**config.mk**
```make
export PLATFORM = sky130hd
export DESIGN_NAME = rand_tag_gen
export DESIGN_NICKNAME = d
export VERILOG_FILES = /design/src/rtl/rtg_pkg.sv /design/src/rtl/rtg_lfsr_step.sv /design/src/rtl/rtg_seed_sel.sv /design/src/rtl/rtg_walk_step.sv /design/src/rtl/rand_tag_gen.sv
export SDC_FILE = /design/constraint.sdc
export NUM_CORES = 1
export LEC_CHECK = 0
export BUFFER_PORTS_ARGS = -buffer_cell sky130_fd_sc_hd__buf_2
export CAP_MARGIN = 25
export CORE_MARGIN = 5
export CORE_UTILIZATION = 47
export DETAILED_ROUTE_END_ITERATION = 10
export HOLD_SLACK_MARGIN = 0.08
export PLACE_DENSITY = 0.72
export SYNTH_ARGS = -nofsm -noshare
export SYNTH_HDL_FRONTEND = slang
export SYNTH_SLANG_ARGS = --single-unit
export TNS_END_PERCENT = 5
```
**constraint.sdc**
```tcl
create_clock -name clk -period 6.5 [get_ports clk]
set_input_delay 0.65 -clock clk [delete_from_list [all_inputs] [get_ports clk]]
set_output_delay 0.65 -clock clk [all_outputs]
set_load 0.005 [all_outputs]
```
**src/rtl/rtg_pkg.sv**
```systemverilog
package rtg_pkg;
  typedef enum logic [1:0] {
    ST_IDLE = 2'd0,
    ST_LFSR = 2'd1,
    ST_WALK = 2'd2,
    ST_FIN  = 2'd3
  } rtg_state_e;
endpackage

```
**src/rtl/rtg_lfsr_step.sv**
```systemverilog
module rtg_lfsr_step #(
  parameter int SEED_W = 16
) (
  input  logic [SEED_W-1:0] seed,
  output logic [SEED_W-1:0] seed_nxt,
  output logic              fb
);
  always_comb begin
    fb       = seed[5] ^ seed[3] ^ seed[2] ^ seed[0];
    seed_nxt = {fb, seed[SEED_W-1:1]};
  end
endmodule

```
**src/rtl/rtg_seed_sel.sv**
```systemverilog
module rtg_seed_sel #(
  parameter int          SEED_W   = 16,
  parameter logic [15:0] SEED_SUB = 16'h0001
) (
  input  logic [SEED_W-1:0] seed,
  input  logic              rand_mode,
  output logic [SEED_W-1:0] seed_use
);
  always_comb begin
    if ((seed == '0) && rand_mode) seed_use = SEED_W'(SEED_SUB);
    else                           seed_use = seed;
  end
endmodule

```
**src/rtl/rtg_walk_step.sv**
```systemverilog
module rtg_walk_step #(
  parameter int TAG_W = 4,
  localparam int NTAG = 1 << TAG_W
) (
  input  logic [TAG_W-1:0] tag,
  input  logic [TAG_W-1:0] remain,
  input  logic [NTAG-1:0]  mask,
  output logic [TAG_W-1:0] tag_nxt,
  output logic [TAG_W-1:0] remain_nxt,
  output logic             finish,
  output logic [TAG_W-1:0] result
);
  logic all_excl;
  logic inc_ok;

  always_comb begin
    all_excl   = &mask;
    tag_nxt    = tag + TAG_W'(1);
    inc_ok     = !mask[tag_nxt];
    finish     = all_excl || ((remain == '0) && !mask[tag]);
    result     = all_excl ? '0 : tag;
    remain_nxt = ((remain != '0) && inc_ok) ? remain - TAG_W'(1) : remain;
  end
endmodule

```
**src/rtl/rand_tag_gen.sv**
```systemverilog
module rand_tag_gen #(
  parameter int          PTR_W    = 64,
  parameter int          TAG_W    = 4,
  parameter int          TAG_LSB  = 56,
  parameter int          SEED_W   = 16,
  parameter int          SEED_LSB = 8,
  parameter logic [15:0] SEED_SUB = 16'h0001,
  localparam int NTAG    = 1 << TAG_W,
  localparam int STATE_W = SEED_LSB + SEED_W,
  localparam int CNT_W   = (TAG_W > 1) ? $clog2(TAG_W) : 1
) (
  input  logic               clk,
  input  logic               rst_n,
  input  logic               req,
  input  logic [PTR_W-1:0]   ptr_in,
  input  logic [NTAG-1:0]    excl_op,
  input  logic [NTAG-1:0]    ctl_excl,
  input  logic               ctl_rand,
  input  logic               state_wr,
  input  logic [STATE_W-1:0] state_wdata,
  output logic               done,
  output logic [PTR_W-1:0]   ptr_out,
  output logic [STATE_W-1:0] state_out
);
  import rtg_pkg::*;

  // reset: asserted asynchronously, released on a clock edge
  logic [1:0] rst_sync_q;
  logic       rst_int_n;
  always_ff @(posedge clk or negedge rst_n) begin
    if (!rst_n) rst_sync_q <= 2'b00;
    else        rst_sync_q <= {rst_sync_q[0], 1'b1};
  end
  assign rst_int_n = rst_sync_q[1];

  rtg_state_e         st_q, st_d;
  logic [SEED_W-1:0]  seed_q, seed_d;
  logic [TAG_W-1:0]   tag_q, tag_d;
  logic [TAG_W-1:0]   remain_q, remain_d;
  logic [CNT_W-1:0]   cnt_q, cnt_d;
  logic [NTAG-1:0]    mask_q, mask_d;
  logic [PTR_W-1:0]   ptr_q, ptr_d;
  logic [TAG_W-1:0]   s_tag_q, s_tag_d;
  logic [SEED_W-1:0]  s_seed_q, s_seed_d;
  logic [PTR_W-1:0]   pout_q, pout_d;
  logic               done_q, done_d;

  logic [SEED_W-1:0]  seed_use;
  logic [SEED_W-1:0]  lfsr_nxt;
  logic               lfsr_fb;
  logic [TAG_W-1:0]   w_tag_nxt, w_remain_nxt, w_result;
  logic               w_finish;
  logic [TAG_W-1:0]   ofs_acc;
  logic [PTR_W-1:0]   ptr_merged;

  rtg_seed_sel #(.SEED_W(SEED_W), .SEED_SUB(SEED_SUB)) u_seed_sel (
    .seed      (s_seed_q),
    .rand_mode (ctl_rand),
    .seed_use  (seed_use)
  );

  rtg_lfsr_step #(.SEED_W(SEED_W)) u_lfsr (
    .seed     (seed_q),
    .seed_nxt (lfsr_nxt),
    .fb       (lfsr_fb)
  );

  rtg_walk_step #(.TAG_W(TAG_W)) u_walk (
    .tag        (tag_q),
    .remain     (remain_q),
    .mask       (mask_q),
    .tag_nxt    (w_tag_nxt),
    .remain_nxt (w_remain_nxt),
    .finish     (w_finish),
    .result     (w_result)
  );

  // pointer with its tag field replaced
  always_comb begin
    ptr_merged                      = ptr_q;
    ptr_merged[TAG_LSB +: TAG_W]    = w_result;
  end

  always_comb begin
    ofs_acc = remain_q | (TAG_W'(lfsr_fb) << cnt_q);
  end

  // next-state logic
  always_comb begin
    st_d     = st_q;
    seed_d   = seed_q;
    tag_d    = tag_q;
    remain_d = remain_q;
    cnt_d    = cnt_q;
    mask_d   = mask_q;
    ptr_d    = ptr_q;
    s_tag_d  = s_tag_q;
    s_seed_d = s_seed_q;
    pout_d   = pout_q;
    done_d   = 1'b0;
    unique case (st_q)
      ST_IDLE: begin
        if (state_wr) begin
          s_tag_d  = state_wdata[TAG_W-1:0];
          s_seed_d = state_wdata[SEED_LSB +: SEED_W];
        end else if (req) begin
          ptr_d    = ptr_in;
          mask_d   = excl_op | ctl_excl;
          seed_d   = seed_use;
          tag_d    = s_tag_q;
          remain_d = '0;
          cnt_d    = '0;
          st_d     = ST_LFSR;
        end
      end
      ST_LFSR: begin
        seed_d   = lfsr_nxt;
        remain_d = ofs_acc;
        cnt_d    = cnt_q + CNT_W'(1);
        if (cnt_q == CNT_W'(TAG_W - 1)) st_d = ST_WALK;
      end
      ST_WALK: begin
        if (w_finish) begin
          s_tag_d  = w_result;
          s_seed_d = seed_q;
          pout_d   = ptr_merged;
          done_d   = 1'b1;
          st_d     = ST_FIN;
        end else begin
          tag_d    = w_tag_nxt;
          remain_d = w_remain_nxt;
        end
      end
      ST_FIN: begin
        st_d = ST_IDLE;
      end
      default: st_d = ST_IDLE;
    endcase
  end

  // registers
  always_ff @(posedge clk or negedge rst_int_n) begin
    if (!rst_int_n) begin
      st_q     <= ST_IDLE;
      seed_q   <= '0;
      tag_q    <= '0;
      remain_q <= '0;
      cnt_q    <= '0;
      mask_q   <= '0;
      ptr_q    <= '0;
      s_tag_q  <= '0;
      s_seed_q <= '0;
      pout_q   <= '0;
      done_q   <= 1'b0;
    end else begin
      st_q     <= st_d;
      seed_q   <= seed_d;
      tag_q    <= tag_d;
      remain_q <= remain_d;
      cnt_q    <= cnt_d;
      mask_q   <= mask_d;
      ptr_q    <= ptr_d;
      s_tag_q  <= s_tag_d;
      s_seed_q <= s_seed_d;
      pout_q   <= pout_d;
      done_q   <= done_d;
    end
  end

  assign done      = done_q;
  assign ptr_out   = pout_q;
  assign state_out = {s_seed_q, {(SEED_LSB - TAG_W){1'b0}}, s_tag_q};
endmodule

```
==> qor.yml <==
synth_top_area_share_pct: 56.0
slew_headroom_pct: 34.8
finalSetupViolCount: 0
layout.nets: 955
crit_start: "tag_q[0]$_DFFE_PN0P_"
first_global_vias: 5849
htree_levels: 4
start_util_pct: 47.7
yosys.area.top_type: "dfrtp_1"
dp_slack_ns: 3.15
final_core_util_pct: 57.6
vias: 5515
drv_cap: 0
coreArea_sq_mm: 0.0179
n_antenna_cell: 0
async_flop_share_pct: 100
met2WireLength_microns: 8470
fp.dieH_microns: 145
met3_length_microns: 1480
power_density_mw_per_mm2: 535
timing.rr.start: "tag_q[0]$_DFFE_PN0P_"
syn_area_sq_mm: 0.00853
critPathCaptureType: "flip-flop"
final_common_cell: "buf_2"
grt-ovfl-total: 0
status: "finished, final reports clean"
fmax_mhz: 298
die_area_sq_mm: 0.0209
place.gp.congestion: 0.814
crit_type: "reg2reg"
syn_inst: 630
period_needed_ns: 3.35
cts_resized: 0
fin_ws_ns: 3.15
synthFlopType: "dfrtp_1"
rsz0062_at_grt: "false"
clkTransAtPathRegs_ns: 0.07
final_cell_mix: "201 x buf_2, 190 x dfrtp_1, 116 x mux2_2, 46 x nand2_1, 40 x mux2_4"
drt-initial-drc-count: 258
avgSynthCellArea_sq_um: 13.5
ys_warn_count: 0
cts_root_buf: "clkbuf_16"
fin_tns_setup_ns: 0
antenna_found_initial: 1
ys_ff_latch: 191
synth_edf_count: 0
grt_max_degree: 78
top_layer: "met5"
grt_pass1_wl_microns: 29700
cp_data_required_time_ns: 6.81
area_delta_synth_final_pct: 20.9
ant_nets: 0
wl_per_cell_microns: 16.8
die_w_microns: 145
dr.pass1.iters: 7
peakVddDrop_mv: 0.288
p_leak_nw: 4.98
hold_path.class: "reg2async"
worst_pin_slew_ns: 0.969
io_buffer_count: 201
clock_latency_ns: 0.42
cts_tree: "done"
avgViaCountPerCell: 5.18
cp-start-kind: "flip-flop"
num_rows: 49
wl_met1_microns: 7700
hold_viol: 0
finalMaxSlewViolations: 0
ys_seq_area_share_pct: 56.0
synthTopCellsByArea: "dfrtp_1 56%, mux2_2 15%, mux2_4 7.0%"
drcViolationCount: 0
critPathMaxFanout: 20
wl_microns: 17800
arrival_ns: 3.66
grtUsageTotal_pct: 17.6
clockBufferDepth: 2
numCtsBuffers: 17
ys_types: 58
finalClockSkew_ns: 0.0139
drive_gt1_share_pct: 49.3
period_share_pct: 51.5
cts_sinks: 191
num_io_pins: 214
dp_hpwl_microns: 12400
[cells in the mapped netlist, types with 2 or more instances]
master and number:
a2111oi_0 2, a21boi_0 2, a21o_1 2, a21oi_1 9
a22o_1 4, a31oi_1 2, a32o_1 2, and3b_1 2
buf_1 6, buf_12 2, buf_2 4, buf_4 5
buf_6 5, clkbuf_1 18, conb_1 2, dfrtp_1 191
ha_1 7, inv_1 10, mux2_1 3, mux2_2 116
mux2_4 40, mux2i_1 20, mux4_2 7, nand2_1 46
nand3_1 3, nand3b_1 2, nand4_1 6, nor2_1 29
nor2b_1 2, nor3_1 2, nor3b_1 3, nor4_1 4
o21a_1 2, o21ai_0 37, o22ai_1 2, o2bb2ai_1 5
xnor2_1 4, xor2_1 2
[layer usage]
metal  track usage, %  up-vias
met1             23.1     2725
met5                0        -
met3             6.93       16
li1                 -     2633
met4             3.73        2
met2             28.0      139
[sequential cells by signal, summed over array words and instances (netlist names)]
signal,flops
rst_sync_q,2
tag_q,4
s_tag_q,4
ptr_q,60
cnt_q,2
ptr_out,64
s_seed_q,16
seed_q,16
mask_q,16
remain_q,4
st_q,2
done,1
[layout make-up]
class,count,area [sq um]
clock inverters,15,173
inverters,11,41.3
multi-input cells,391,3490
repair buffers,211,1120
fillers,1476,7580
clock buffers,17,425
well taps,229,287
flip-flops and latches,191,4780
[metrics by stage]
stage          std cells  hold slack (ns)  instance area (sq um)  total power [mW]
2_1_floorplan        633            0.331                   8540              3.87
3_3_place_gp        1029            0.336                   9650              4.39
3_5_place_dp        1030            0.336                   9670              4.49
4_1_cts             1063            0.358                  10300              5.56
5_1_grt             1065            0.369                  10300              5.93
6_report            1065            0.331                  10300              5.52
[power by group]
group	internal [mW]	switching [mW]	total (mW)	leakage, nW
combinational	1.29	0.971	2.27	2.37
clock	0.551	0.493	1.04	0.292
sequential	1.78	0.426	2.21	2.32
total	3.63	1.89	5.52	4.98
[what timing repair did]
item	CTS	global route
setup endpoints to repair	0	0
hold buffers	1	0
setup buffers	0	0
hold endpoints to repair	2	0
[final timing paths]
check | to | slack, ns | cells after the start
hold / removal | ptr_q[44]$_DFFE_PN0P_ | 0.33 | 0
setup / recovery | s_seed_q[10]$_DFFE_PN0P_ | 3.15 | 6
max in group asynchronous | remain_q[0]$_DFFE_PN0P_ | 4.86 | 1
setup reg to reg | s_seed_q[10]$_DFFE_PN0P_ | 3.15 | 6
min in group clk | rst_sync_q[1]$_DFF_PN0_ | 0.36 | 0
hold reg to reg | ptr_q[44]$_DFFE_PN0P_ | 0.33 | 0
[logic make-up (layout without fill, tap and decap cells)]
logic type / Yosys count / after routing / share of synthesized area [%]
simple gates: 104 / 104 / 5.56
flops: 191 / 191 / 56.0
fa+ha+maj: 7 / 7 / 1.03
buf+inv: 51 / 254 / 3.34
compound gates: 83 / 83 / 6.41
other cells: 2 / 5 / 0.0880
mux: 186 / 186 / 26.9
xor+xnor: 6 / 6 / 0.616
[critical path: stages, from the launching register on]
cell and delay (ns):
dfrtp_1 0.80, mux4_2 0.61, a22oi_2 0.16, o311ai_1 0.16
and2_1 0.33, a21oi_4 0.81, mux2_4 0.35
Power figures use the tool's default switching activity.
